===== config.mk =====
export PLATFORM = sky130hd
export DESIGN_NAME = uart_frame_engine
export DESIGN_NICKNAME = d
export VERILOG_FILES = /design/src/rtl/uart_fe_pkg.sv /design/src/rtl/uart_fe_sync.sv /design/src/rtl/uart_fe_tx.sv /design/src/rtl/uart_fe_rx.sv /design/src/rtl/uart_frame_engine.sv
export SDC_FILE = /design/constraint.sdc
export NUM_CORES = 1
export LEC_CHECK = 0
export ABC_AREA = 1
export BUFFER_PORTS_ARGS = -buffer_cell sky130_fd_sc_hd__buf_2
export CORE_UTILIZATION = 55
export CTS_BUF_LIST = sky130_fd_sc_hd__clkbuf_4
export DETAILED_ROUTE_END_ITERATION = 8
export PLACE_DENSITY = 0.78
export SYNTH_ARGS = -nofsm -noshare
export SYNTH_HDL_FRONTEND = slang
export SYNTH_SLANG_ARGS = --single-unit

===== constraint.sdc =====
create_clock -name clk -period 1.8 [get_ports clk]
set_clock_uncertainty 0.1 [all_clocks]
set_input_delay 0 -clock clk [delete_from_list [all_inputs] [get_ports clk]]
set_output_delay 0 -clock clk [all_outputs]
set_load 0.05 [all_outputs]

===== src/rtl/uart_fe_pkg.sv =====
// Package: shared types and helpers for the serial frame engine.
// Assumes characters are at most CHAR_W bits; the length code subtracts from CHAR_W.
package uart_fe_pkg;

    localparam int unsigned CHAR_W = 8;
    localparam int unsigned IDX_W  = $clog2(CHAR_W + 1);
    localparam int unsigned SEL_W  = $clog2(CHAR_W);

    // Frame settings as seen by the transmitter.
    typedef struct packed {
        logic [1:0] len_code;
        logic       par_en;
        logic       par_odd;
        logic       two_stop;
    } frame_cfg_t;

    // Position within a character, shared by both directions.
    typedef enum logic [2:0] {
        PH_IDLE,
        PH_START,
        PH_DATA,
        PH_PAR,
        PH_STOP
    } phase_e;

    // Number of data bits for a length code (0 gives the longest).
    function automatic logic [IDX_W-1:0] char_bits(input logic [1:0] code);
        return IDX_W'(CHAR_W) - IDX_W'(code);
    endfunction

    // Parity bit over the low n bits of d; odd inverts the even result.
    function automatic logic par_of(input logic [CHAR_W-1:0] d,
                                    input logic [IDX_W-1:0]  n,
                                    input logic              odd);
        logic acc;
        acc = odd;
        for (int i = 0; i < CHAR_W; i++) begin
            if (i < int'(n)) acc = acc ^ d[i];
        end
        return acc;
    endfunction

endpackage


===== src/rtl/uart_fe_sync.sv =====
// Module: multi-stage synchronizer for the asynchronous serial input.
// Assumes the input is slow compared with clk; resets to RST_VAL (idle level).
module uart_fe_sync #(
    parameter int unsigned STAGES  = 2,
    parameter logic        RST_VAL = 1'b1
) (
    input  logic clk,
    input  logic rst_n,
    input  logic d,
    output logic q
);

    generate
        if (STAGES <= 1) begin : g_single
            logic stage;
            // Single retiming flop.
            always_ff @(posedge clk) begin
                if (!rst_n) stage <= RST_VAL;
                else        stage <= d;
            end
            assign q = stage;
        end else begin : g_chain
            logic [STAGES-1:0] pipe;
            // Shift the input through the chain of flops.
            always_ff @(posedge clk) begin
                if (!rst_n) pipe <= {STAGES{RST_VAL}};
                else        pipe <= {pipe[STAGES-2:0], d};
            end
            assign q = pipe[STAGES-1];
        end
    endgenerate

endmodule


===== src/rtl/uart_fe_tx.sv =====
// Module: character serializer.
// Takes one byte per handshake, captures the frame settings at that moment,
// and emits start, data (LSB first), optional parity and stop bits, each OSR ticks long.
// Assumes os_tick is a one-cycle enable at OSR times the bit rate.
module uart_fe_tx
    import uart_fe_pkg::*;
#(
    parameter int unsigned OSR = 16
) (
    input  logic              clk,
    input  logic              rst_n,
    input  logic              os_tick,
    input  logic              tx_en,
    input  frame_cfg_t        cfg,
    input  logic [CHAR_W-1:0] in_data,
    input  logic              in_valid,
    output logic              in_ready,
    output logic              line,
    output logic              busy
);

    localparam int unsigned     CNT_W    = $clog2(OSR);
    localparam logic [CNT_W-1:0] CNT_LAST = CNT_W'(OSR - 1);

    phase_e            ph;
    logic [CNT_W-1:0]  cnt;
    logic [CHAR_W-1:0] shreg;
    logic [IDX_W-1:0]  sent;
    logic [IDX_W-1:0]  nbits;
    logic              par_q;
    logic              par_en_q;
    logic              two_q;
    logic              extra_stop;
    logic              take;

    assign in_ready = tx_en && (ph == PH_IDLE);
    assign take     = in_valid && in_ready;
    assign busy     = (ph != PH_IDLE);

    // Frame sequencer: load on handshake, advance one bit every OSR ticks.
    always_ff @(posedge clk) begin
        if (!rst_n) begin
            ph         <= PH_IDLE;
            cnt        <= '0;
            shreg      <= '0;
            sent       <= '0;
            nbits      <= '0;
            par_q      <= 1'b0;
            par_en_q   <= 1'b0;
            two_q      <= 1'b0;
            extra_stop <= 1'b0;
            line       <= 1'b1;
        end else if (take) begin
            ph       <= PH_START;
            cnt      <= '0;
            line     <= 1'b0;
            shreg    <= in_data;
            nbits    <= char_bits(cfg.len_code);
            par_q    <= par_of(in_data, char_bits(cfg.len_code), cfg.par_odd);
            par_en_q <= cfg.par_en;
            two_q    <= cfg.two_stop;
        end else if (ph != PH_IDLE && os_tick) begin
            if (cnt != CNT_LAST) begin
                cnt <= cnt + 1'b1;
            end else begin
                cnt <= '0;
                unique case (ph)
                    PH_START: begin
                        line  <= shreg[0];
                        shreg <= shreg >> 1;
                        sent  <= IDX_W'(1);
                        ph    <= PH_DATA;
                    end
                    PH_DATA: begin
                        if (sent == nbits) begin
                            if (par_en_q) begin
                                line <= par_q;
                                ph   <= PH_PAR;
                            end else begin
                                line       <= 1'b1;
                                extra_stop <= two_q;
                                ph         <= PH_STOP;
                            end
                        end else begin
                            line  <= shreg[0];
                            shreg <= shreg >> 1;
                            sent  <= sent + 1'b1;
                        end
                    end
                    PH_PAR: begin
                        line       <= 1'b1;
                        extra_stop <= two_q;
                        ph         <= PH_STOP;
                    end
                    PH_STOP: begin
                        if (extra_stop) extra_stop <= 1'b0;
                        else            ph         <= PH_IDLE;
                    end
                    default: ph <= PH_IDLE;
                endcase
            end
        end
    end

    AST_TX_START_LOW: assert property (@(posedge clk) disable iff (!rst_n)
        take |=> (!line && busy));
    AST_TX_IDLE_HIGH: assert property (@(posedge clk) disable iff (!rst_n)
        !busy |-> line);
    AST_TX_STOP_HIGH: assert property (@(posedge clk) disable iff (!rst_n)
        (ph == PH_STOP) |-> line);
    AST_TX_BIT_STEADY: assert property (@(posedge clk) disable iff (!rst_n)
        (busy && !os_tick) |=> $stable(line));

endmodule


===== src/rtl/uart_fe_rx.sv =====
// Module: character deserializer.
// Detects a falling edge on the synchronized line, confirms the start bit at
// half a bit, samples each later bit at its centre and reports the character
// with parity, framing and break flags at the centre of the first stop bit.
// Assumes line_s is already synchronized and os_tick runs at OSR times the bit rate.
module uart_fe_rx
    import uart_fe_pkg::*;
#(
    parameter int unsigned OSR = 16
) (
    input  logic              clk,
    input  logic              rst_n,
    input  logic              os_tick,
    input  logic              rx_en,
    input  logic [1:0]        len_code,
    input  logic              par_en,
    input  logic              par_odd,
    input  logic              line_s,
    output logic [CHAR_W-1:0] out_data,
    output logic              out_valid,
    output logic              out_par_err,
    output logic              out_frm_err,
    output logic              out_break
);

    localparam int unsigned      CNT_W    = $clog2(OSR);
    localparam logic [CNT_W-1:0] CNT_LAST = CNT_W'(OSR - 1);
    localparam logic [CNT_W-1:0] CNT_HALF = CNT_W'(OSR / 2 - 1);

    phase_e            ph;
    logic [CNT_W-1:0]  cnt;
    logic [CHAR_W-1:0] sh;
    logic [IDX_W-1:0]  got;
    logic [IDX_W-1:0]  nbits_q;
    logic              par_en_q;
    logic              par_odd_q;
    logic              par_rx;
    logic              armed;

    // Receive sequencer: edge detect, start confirmation, centre sampling, delivery.
    always_ff @(posedge clk) begin
        if (!rst_n) begin
            ph          <= PH_IDLE;
            cnt         <= '0;
            sh          <= '0;
            got         <= '0;
            nbits_q     <= '0;
            par_en_q    <= 1'b0;
            par_odd_q   <= 1'b0;
            par_rx      <= 1'b0;
            armed       <= 1'b0;
            out_data    <= '0;
            out_valid   <= 1'b0;
            out_par_err <= 1'b0;
            out_frm_err <= 1'b0;
            out_break   <= 1'b0;
        end else begin
            out_valid <= 1'b0;
            if (!rx_en) begin
                ph    <= PH_IDLE;
                cnt   <= '0;
                armed <= 1'b0;
            end else if (os_tick) begin
                unique case (ph)
                    PH_IDLE: begin
                        if (line_s) begin
                            armed <= 1'b1;
                        end else if (armed) begin
                            ph        <= PH_START;
                            cnt       <= '0;
                            sh        <= '0;
                            got       <= '0;
                            nbits_q   <= char_bits(len_code);
                            par_en_q  <= par_en;
                            par_odd_q <= par_odd;
                        end
                    end
                    PH_START: begin
                        if (cnt == CNT_HALF) begin
                            cnt <= '0;
                            ph  <= line_s ? PH_IDLE : PH_DATA;
                        end else begin
                            cnt <= cnt + 1'b1;
                        end
                    end
                    PH_DATA: begin
                        if (cnt == CNT_LAST) begin
                            cnt                 <= '0;
                            sh[got[SEL_W-1:0]]  <= line_s;
                            got                 <= got + 1'b1;
                            if (got == nbits_q - 1'b1)
                                ph <= par_en_q ? PH_PAR : PH_STOP;
                        end else begin
                            cnt <= cnt + 1'b1;
                        end
                    end
                    PH_PAR: begin
                        if (cnt == CNT_LAST) begin
                            cnt    <= '0;
                            par_rx <= line_s;
                            ph     <= PH_STOP;
                        end else begin
                            cnt <= cnt + 1'b1;
                        end
                    end
                    PH_STOP: begin
                        if (cnt == CNT_LAST) begin
                            cnt         <= '0;
                            out_valid   <= 1'b1;
                            out_data    <= sh;
                            out_frm_err <= !line_s;
                            out_break   <= !line_s && (sh == '0);
                            out_par_err <= par_en_q &&
                                           (par_rx != par_of(sh, nbits_q, par_odd_q));
                            armed       <= line_s;
                            ph          <= PH_IDLE;
                        end else begin
                            cnt <= cnt + 1'b1;
                        end
                    end
                    default: ph <= PH_IDLE;
                endcase
            end
        end
    end

    AST_RX_ONE_PULSE: assert property (@(posedge clk) disable iff (!rst_n)
        out_valid |=> !out_valid);
    AST_RX_FROM_STOP: assert property (@(posedge clk) disable iff (!rst_n)
        $rose(out_valid) |-> ($past(ph) == PH_STOP));
    AST_RX_QUIET_OFF: assert property (@(posedge clk) disable iff (!rst_n)
        !rx_en |=> !out_valid);
    AST_RX_HIGH_NO_START: assert property (@(posedge clk) disable iff (!rst_n)
        (ph == PH_IDLE && os_tick && line_s) |=> (ph == PH_IDLE));

endmodule


===== src/rtl/uart_frame_engine.sv =====
// Module: top of the serial frame engine.
// Ties the serializer, the input synchronizer and the deserializer to one set
// of frame settings. Assumes os_tick is a single-cycle pulse at OSR times the bit rate.
module uart_frame_engine
    import uart_fe_pkg::*;
#(
    parameter int unsigned OSR         = 16,
    parameter int unsigned SYNC_STAGES = 2
) (
    input  logic              clk,
    input  logic              rst_n,
    input  logic              os_tick,
    input  logic [1:0]        cfg_len,
    input  logic              cfg_par_en,
    input  logic              cfg_par_odd,
    input  logic [1:0]        cfg_stop,
    input  logic              tx_en,
    input  logic              rx_en,
    input  logic [CHAR_W-1:0] tx_data,
    input  logic              tx_valid,
    output logic              tx_ready,
    output logic              tx_line,
    output logic              tx_busy,
    input  logic              rx_line,
    output logic [CHAR_W-1:0] rx_data,
    output logic              rx_valid,
    output logic              rx_par_err,
    output logic              rx_frm_err,
    output logic              rx_break
);

    frame_cfg_t tx_cfg;
    logic       rx_sync;

    assign tx_cfg = '{len_code: cfg_len,
                      par_en:   cfg_par_en,
                      par_odd:  cfg_par_odd,
                      two_stop: (cfg_stop == 2'd1)};

    uart_fe_tx #(.OSR(OSR)) u_tx (
        .clk      (clk),
        .rst_n    (rst_n),
        .os_tick  (os_tick),
        .tx_en    (tx_en),
        .cfg      (tx_cfg),
        .in_data  (tx_data),
        .in_valid (tx_valid),
        .in_ready (tx_ready),
        .line     (tx_line),
        .busy     (tx_busy)
    );

    uart_fe_sync #(.STAGES(SYNC_STAGES), .RST_VAL(1'b1)) u_sync (
        .clk   (clk),
        .rst_n (rst_n),
        .d     (rx_line),
        .q     (rx_sync)
    );

    uart_fe_rx #(.OSR(OSR)) u_rx (
        .clk         (clk),
        .rst_n       (rst_n),
        .os_tick     (os_tick),
        .rx_en       (rx_en),
        .len_code    (cfg_len),
        .par_en      (cfg_par_en),
        .par_odd     (cfg_par_odd),
        .line_s      (rx_sync),
        .out_data    (rx_data),
        .out_valid   (rx_valid),
        .out_par_err (rx_par_err),
        .out_frm_err (rx_frm_err),
        .out_break   (rx_break)
    );

    AST_BREAK_NEEDS_FRAMING: assert property (@(posedge clk) disable iff (!rst_n)
        (rx_valid && rx_break) |-> (rx_frm_err && rx_data == '0));

endmodule


# ---- Yosys cells after proc, flatten, opt, wreduce, memory -nomap -nowiden
# Index checks and enable logic that the tools add are counted.
dict set report word_totals {
  register_bits 69
}
dict set report classes {
  n_eq_ne 31
  n_addsub 6
  reduce_logical 36
  mux 122
  bitwise 20
  n_lt_le_gt_ge 18
}
# operator n
set op_table {}
lappend op_table {{1-bit two-way mux} 84}
lappend op_table {{8-bit two-way mux} 7}
lappend op_table {{3-bit two-way mux} 11}
lappend op_table {{3-bit by 4-bit < comparator with 1-bit output, first input constant} 8}
lappend op_table {{8-bit one-hot mux with 2 select lines} 2}
lappend op_table {{4-bit AND reduction} 8}
lappend op_table {{4-bit two-way mux} 7}
lappend op_table {{4-bit by 1-bit adder with 4-bit output, second input constant} 4}
lappend op_table {{1-bit by 4-bit < comparator with 1-bit output, first input constant} 4}
lappend op_table {{2-bit by 4-bit < comparator with 1-bit output, first input constant} 4}
lappend op_table {{2-bit by 1-bit != test with 1-bit output, second input constant} 8}
lappend op_table {{4-bit one-hot mux with 2 select lines} 2}
lappend op_table {{1-bit XOR} 16}
lappend op_table {{3-bit one-hot mux with 5 select lines} 1}
lappend op_table {{3-bit by 2-bit == test with 1-bit output, second input constant} 4}
lappend op_table {{3-bit one-hot mux with 4 select lines} 1}
lappend op_table {{4-bit one-hot mux with 3 select lines} 1}
lappend op_table {{6-bit AND reduction} 2}
lappend op_table {{3-bit nonzero test} 4}
lappend op_table {{2-bit != test, second input constant} 5}
lappend op_table {{5-bit AND reduction} 2}
lappend op_table {{8-bit bitwise mux} 1}
lappend op_table {{4-bit == test} 2}
lappend op_table {{8-bit logical NOT} 1}
lappend op_table {{29 further kinds} 44}

# ---- Longest topological paths before layout
dict set report depth {
  word_depth 58
  mapped_depth 15
}

# ---- Hierarchy
# Synthesis repeated with hierarchy kept, for this count alone.
dict set report unflattened {
  cells_unflattened 605
  area_unflattened_um2 4056.4
}
# mod area_each_um2 seq_area_each_um2 n_inst cells_each
set modules_own_cells {}
lappend modules_own_cells {uart_fe_rx 2247.2 780.7 1 333}
lappend modules_own_cells {uart_fe_tx 1744.2 560.5 1 264}
lappend modules_own_cells {uart_fe_sync 55.1 40.0 1 6}
lappend modules_own_cells {uart_frame_engine 10.0 0.0 1 2}

# ---- Worst setup path before layout
# No wires, ideal clock.
dict set report synth_path {
  path_kind {reg2reg}
  from {reg u_tx.ph[1]}
  to {reg u_tx.shreg[4]}
  setup_ns 0.122
  path_stages_with_launch 8
  path_buffers 1
  path_slack_ns -0.775
  t_arrival_ns 2.353
  path_cell_list {dfxtp_1 > nor2_1 > nand2_1 > nor2_1 > nand2_1 > buf_2 > o221ai_1 > a21oi_1}
}
dict set report synth_via {
  word_cells_on_any_way 16
  classes_between {4 x eq/ne; 4 x mux; 8 x reduce/logical}
}
# element line_no
set synth_rtl {}
lappend synth_rtl {{start: declaration} uart_fe_tx.sv:25} ;# phase_e ph;
lappend synth_rtl {{start signal: assignment} uart_fe_tx.sv:43} ;# ph <= PH_IDLE;
lappend synth_rtl {{start signal: assignment} uart_fe_tx.sv:54} ;# ph <= PH_START;
lappend synth_rtl {{start signal: assignment} uart_fe_tx.sv:72} ;# ph <= PH_DATA;
lappend synth_rtl {{3-bit nonzero test} n/a}
lappend synth_rtl {{via tx_busy} uart_frame_engine.sv:23} ;# output logic tx_busy,
lappend synth_rtl {{1-bit logical AND} uart_fe_tx.sv:62} ;# end else if (ph != PH_IDLE && os_tick) begin
lappend synth_rtl {{2-bit nonzero test (no line)} n/a}
lappend synth_rtl {{4-bit AND reduction (no line)} n/a}
lappend synth_rtl {{end signal: assignment} uart_fe_tx.sv:57} ;# shreg <= in_data;
lappend synth_rtl {{end signal: assignment} uart_fe_tx.sv:70} ;# shreg <= shreg >> 1;
lappend synth_rtl {{end signal: assignment} uart_fe_tx.sv:86} ;# shreg <= shreg >> 1;
lappend synth_rtl {{end: declaration} uart_fe_tx.sv:27} ;# logic [CHAR_W-1:0] shreg;
# The timed path passes the listed nets, and every way through them passes these cells. The select of a mux whose other input is x is not followed.
# A chain may end at the register's enable or synchronous reset.

# ---- Final worst setup path
dict set report layout_path {
  from {reg u_rx.nbits_q[0]}
  to {reg u_rx.out_par_err}
}
dict set report layout_via {
  elab_chain_len 58
  word_cells_on_any_way 65
  classes_between {8 x order compare; 1 x eq/ne; 48 x mux; 7 x bitwise; 1 x reduce/logical}
}
# element line_no
set layout_rtl {}
lappend layout_rtl {{start: declaration} uart_fe_rx.sv:34} ;# logic [IDX_W-1:0] nbits_q;
lappend layout_rtl {{start signal: assignment} uart_fe_rx.sv:73} ;# nbits_q <= char_bits(len_code);
lappend layout_rtl {{1-bit by 4-bit < comparator with 1-bit output} uart_fe_pkg.sv:38} ;# if (i < int'(n)) acc = acc ^ d[i];
lappend layout_rtl {{1-bit two-way mux} uart_fe_pkg.sv:38}
lappend layout_rtl {{1-bit two-way mux} uart_fe_rx.sv:107} ;# if (cnt == CNT_LAST) begin
lappend layout_rtl {{1-bit two-way mux} uart_fe_rx.sv:64} ;# unique case (ph)
lappend layout_rtl {{1-bit two-way mux} uart_fe_rx.sv:63} ;# end else if (os_tick) begin
lappend layout_rtl {{1-bit two-way mux} uart_fe_rx.sv:59} ;# if (!rx_en) begin
lappend layout_rtl {{1-bit two-way mux} uart_fe_rx.sv:42} ;# if (!rst_n) begin
lappend layout_rtl {{1-bit XOR} uart_fe_pkg.sv:38}
lappend layout_rtl {{[... 42 more ...]} n/a}
lappend layout_rtl {{1-bit two-way mux *} uart_fe_pkg.sv:38}
lappend layout_rtl {{1-bit two-way mux *} uart_fe_rx.sv:107}
lappend layout_rtl {{1-bit two-way mux *} uart_fe_rx.sv:64}
lappend layout_rtl {{1-bit two-way mux *} uart_fe_rx.sv:63}
lappend layout_rtl {{1-bit two-way mux *} uart_fe_rx.sv:59}
lappend layout_rtl {{1-bit two-way mux *} uart_fe_rx.sv:42}
lappend layout_rtl {{1-bit != test *} uart_fe_rx.sv:114} ;# (par_rx != par_of(sh, nbits_q, par_odd_q));
lappend layout_rtl {{1-bit logical AND *} uart_fe_rx.sv:113} ;# out_par_err <= par_en_q &&
lappend layout_rtl {{end signal: assignment} uart_fe_rx.sv:113}
lappend layout_rtl {{end: declaration} uart_fe_rx.sv:21} ;# output logic out_par_err,
# Mark *: on every way between the ends. The rest lies on a longest branch, timed or not. The select of a mux whose other input is x is not followed.

==> results.txt <==
- Data on the critical path is required at its endpoint by 2050 ps.
- Startpoint kind of the worst setup timing path: register
- The tree built by TritonCTS fans out to between 60 and 70 sinks.
- LEAKAGE: about 0.0020 uW
* Initial Utilization: about 57%
- The number of antenna diodes in the final layout is 0.
- Weighted congestion at the end of routability-driven global placement: between 0.8 and 0.9
- The endpoint identified for the worst register-to-register timing path is u_rx.out_par_err.
- Compound-cell area share of the yosys netlist: 17.02%
- Syn. warnings: 0
- Slowest cell on the critical path: sky130_fd_sc_hd__dfxtp_2
- Basic-gate share of the synthesized area counting and, or, nand and nor cells: 26.66%
- Global routing used between 20% and 30% of the available tracks.
- Counting along the longest clock path gives a buffer depth of 2.
* FF+latch count, synth: between 60 and 70
- Worst relative slew slack: 73.37%
- The worst hold path passes through 5 cells.
- Area occupied by registers: roughly 1400 um^2
- 36 I/O pins were placed.
- The highest layer touched by signal routing is met4.
- In the synthesized netlist the dominant register cell turns out to be sky130_fd_sc_hd__dfxtp_1.
* Actual transition at the worst max-transition pin: 395.7 ps
- Vias in the first global route: 3,369
- Crit path top cell by count: sky130_fd_sc_hd__nand2_1
- Share of synthesized area spent on multiplexers: 0%
* Overall via count from detail_route: 3,643
* Number of DRC violations after detailed-routing iteration 0: between 200 and 250
- Clock-pin slew was measured on the worst setup and hold paths at ~120 ps.
- Met1 routed wirelength after detailed routing: 3934 um
- Pin count of the biggest net entering global routing: 19
* Arrival time at the worst endpoint: 1990 ps
- Unrepaired setup endpoints after global routing: yes
- Number of synthesized flops with an enable pin: 0
- The signal on the critical path passes through buf_6 > ha_2 > inv_2 > nand2_2 > nand2_1 > nand2_1 > nand2_1 > nor2_1 > nand2_1 > nand2_2 > nand2_1 > nand3_1 > nand3_1 > a21oi_1.
- Register-to-register setup slack: 60 ps
- Peak per-stage delay on the critical path: approximately 380 ps
- Port buffering added 35 buffers.
- The max-slew violation count is 0.
- Area growth syn-to-layout: 22.99%
- The die covers just under 7000 um^2.
- The smallest clock period supported by the final layout is computed as 1742 ps.
- The checks that failed: design-rule violations.
* Share of synthesized flip-flops with an asynchronous set or reset: 0%
- First-pass GRT wire length: 14,710 um
- After routing the design area is 4438 um^2.
- Number of vias per cell after detailed routing: 5.437
- The die is 83 um wide.
- Power density over the cells: 639.9 nW/um^2
- The wire-length estimate of the detail-placed layout is 6216 um.
* Run status: finished, violations left
- Footprint of the multi-input gates: 2019 um^2
- Maxcap violations: 0
* Source of the worst hold timing path: cfg_len[1]
- TritonCTS built the clock tree.
- In this run the number of H-tree levels came out at 3.
- Clock tree synthesis inserted a total of 9 buffers.
* Max Freq: about 0.57 GHz
* Core Region: about 6300 um^2
- The number of buffers and inverters on the critical path is 2.
* DR WL met3: 371 um
- The number of hold-slack violations in the final timing report is 0.
* Share of the core filled with cells in the final layout: 69.89%
- Class of the tightest hold or removal check: in2reg
- Min setup slack post-route: 57.54 ps
- After global routing the overflow that remains totals 0.
- Synthesized cell area: about 3600 um^2
- Worst reg-to-reg path cell count: 14
- STA classifies the critical path endpoint as a register.
- Leaving out fill and tap cells, the most frequent cell in the layout is sky130_fd_sc_hd__nand2_1.
* Avg Cell Area, Syn: 6.993 um^2
* Number of distinct standard cells referenced by the synthesized netlist: 37
* Pre-Repair DR Iteration Count: 7
- Row count: 29
- The routed design has 8926 um of wire.
- Filler cells: around 520
* Syn Nets: between 500 and 600
- Met2 Routed Length: roughly 4500 um
- The number of antenna violations at the first check in global routing was 0.
- Commonest cells after routing, fill and taps aside: 92 x sky130_fd_sc_hd__nand2_1, 67 x sky130_fd_sc_hd__inv_1, 59 x sky130_fd_sc_hd__dfxtp_1, 51 x sky130_fd_sc_hd__nor2_1, 45 x sky130_fd_sc_hd__a21oi_1
- Dividing the final minimum period by the clock period gives slightly below 100%.
- The setup path with the least slack is of type reg2reg.
- Summing the sequential cell areas from Yosys gives 38.28% of the chip area.
- Setup violations remaining at the end of the flow were counted as 0.
* Crit-path leading delay family: simple AND/OR/NAND/NOR gates
* Minimum hold slack: 19.02 ps
- Detail Route Antenna Nets: 0
- By area, the combinational part of the netlist is dominated by simple AND/OR/NAND/NOR gates.
- Summing all placed instances gives a cell area of 3955 um^2.
- After the last flow step, the layout net total stands at 620.
- Endpoint, Worst Hold: u_tx.nbits[1]
* Proportion of layout cells with a drive suffix above 1: between 20 and 25%
- Of the total synthesized cell area, the portion taken by XOR and XNOR cells is under 10%.
* Cell count after synthesis: 516
- Clock latency on the worst-skew pair, taken at its later pin, is 420 ps.
- Across the VDD grid, the largest voltage drop is roughly 0.64 mV.
* Root Buffer: sky130_fd_sc_hd__clkbuf_4
* Synthesized-area fraction occupied by adder cells: 3.814%
* Maximum net fanout on the critical path: 3
* Setup Slack @ Placement: -93.07 ps
- In the final routed layout, each cell accounts on average for 13.32 um.
- Number of remaining DRC errors: 2
- The worst register-to-register path begins at u_rx.nbits_q[0].
- The floorplan step set the die height to between 80 and 90 um.
cell families (layout without fill, tap and decap cells):
| kind of cell | after synthesis | after routing |
|---|---|---|
| fa+ha+maj | 11 | 11 |
| buf+inv | 88 | 165 |
| flops | 69 | 69 |
| simple gates | 221 | 221 |
| compound gates | 107 | 107 |
| xor+xnor | 20 | 20 |
Yosys cell counts, types with 4 or more instances:
cell | n | area (um^2)
sky130_fd_sc_hd__nand2_1 | 104 | 390.4
sky130_fd_sc_hd__a21oi_1 | 46 | 230.2
sky130_fd_sc_hd__nand3_1 | 23 | 115.1
sky130_fd_sc_hd__buf_2 | 4 | 20.02
sky130_fd_sc_hd__ha_1 | 11 | 137.6
sky130_fd_sc_hd__nand4_1 | 5 | 31.28
sky130_fd_sc_hd__nor3_1 | 10 | 50.05
sky130_fd_sc_hd__a211oi_1 | 9 | 67.56
sky130_fd_sc_hd__o221ai_1 | 7 | 61.31
sky130_fd_sc_hd__xor2_1 | 14 | 122.6
sky130_fd_sc_hd__clkbuf_1 | 4 | 15.01
sky130_fd_sc_hd__nor2_1 | 59 | 221.5
sky130_fd_sc_hd__xnor2_1 | 6 | 52.55
sky130_fd_sc_hd__inv_1 | 74 | 277.8
sky130_fd_sc_hd__o21ai_0 | 31 | 155.2
sky130_fd_sc_hd__nor4_1 | 5 | 31.28
sky130_fd_sc_hd__dfxtp_1 | 69 | 1381
sky130_fd_sc_hd__inv_2 | 5 | 18.77
stage by stage:
stage | power (uW) | std cells | setup TNS (ps)
final | 2840 | 670 | 0
after global routing | 2963 | 670 | -292.6
after CTS | 2850 | 668 | 0
after detailed placement | 1858 | 632 | -336.0
after global placement | 1851 | 632 | 0
after floorplan | 1777 | 516 | 0
timing repair:
action	in CTS	in global routing
setup buffers	1	2
hold buffers	19	0
endpoints found under the setup margin	10	33
pin swaps	1	9
gates resized for setup	10	46
hold endpoints to repair	30	0
gates cloned	0	0
routing by layer:
layer  global-route usage (%)  vias to the layer above
met4                    8.934                        0
met5                        0                        -
met2                    45.98                       94
li1                         -                     1838
met1                    32.08                     1691
met3                    4.175                       20
layout make-up:
class                      count  area share (%)
tap                           77           2.171
multi-input combinational    359           45.50
clock buffer                   9           1.522
timing repair buffer          69           10.85
inverter                      80           6.935
sequential                    69           31.52
clock inverter                 7           1.494
where the power goes:
group	total (uW)	switching (uW)	internal, uW	leakage [uW]
registers	1570	19.1	1550	0.000565
logic	291	169	122	0.00136
clock network	975	562	413	0.0000654
registers in the layout, indices dropped and copies added (netlist names), 2 cells and up:
name and cells:
u_tx.nbits 4, u_tx.ph 3, u_rx.nbits_q 4, u_tx.shreg 8, u_rx.cnt 4, u_tx.sent 4, u_tx.cnt 4, u_rx.ph 3
u_rx.out_data 8, u_sync.g_chain.pipe 2, u_rx.got 4, u_rx.sh 8
how the worst max path moves through the flow:
stage / startpoint / end / slack (ps) / cells after the start
final: u_rx.nbits_q[0] / u_rx.out_par_err / 60 / 14
after global routing: u_rx.nbits_q[3] / u_rx.out_par_err / -100 / 13
after CTS: u_rx.cnt[0] / u_rx.ph[1] / 10 / 9
after detailed placement: u_rx.cnt[0] / u_rx.sh[1] / -90 / 10
after global placement: u_rx.cnt[0] / u_rx.sh[4] / 60 / 10
after floorplan: u_tx.ph[1] / u_tx.shreg[4] / 50 / 7
tightest hold or removal path, delay by kind of cell:
kind | cells | cell delay [ps]
AOI/OAI and AO/OA | 1 | 120
buffers and inverters | 2 | 200
and+or+nand+nor | 1 | 50
adders and majority gates | 1 | 140
Power figures use the tool's default switching activity.
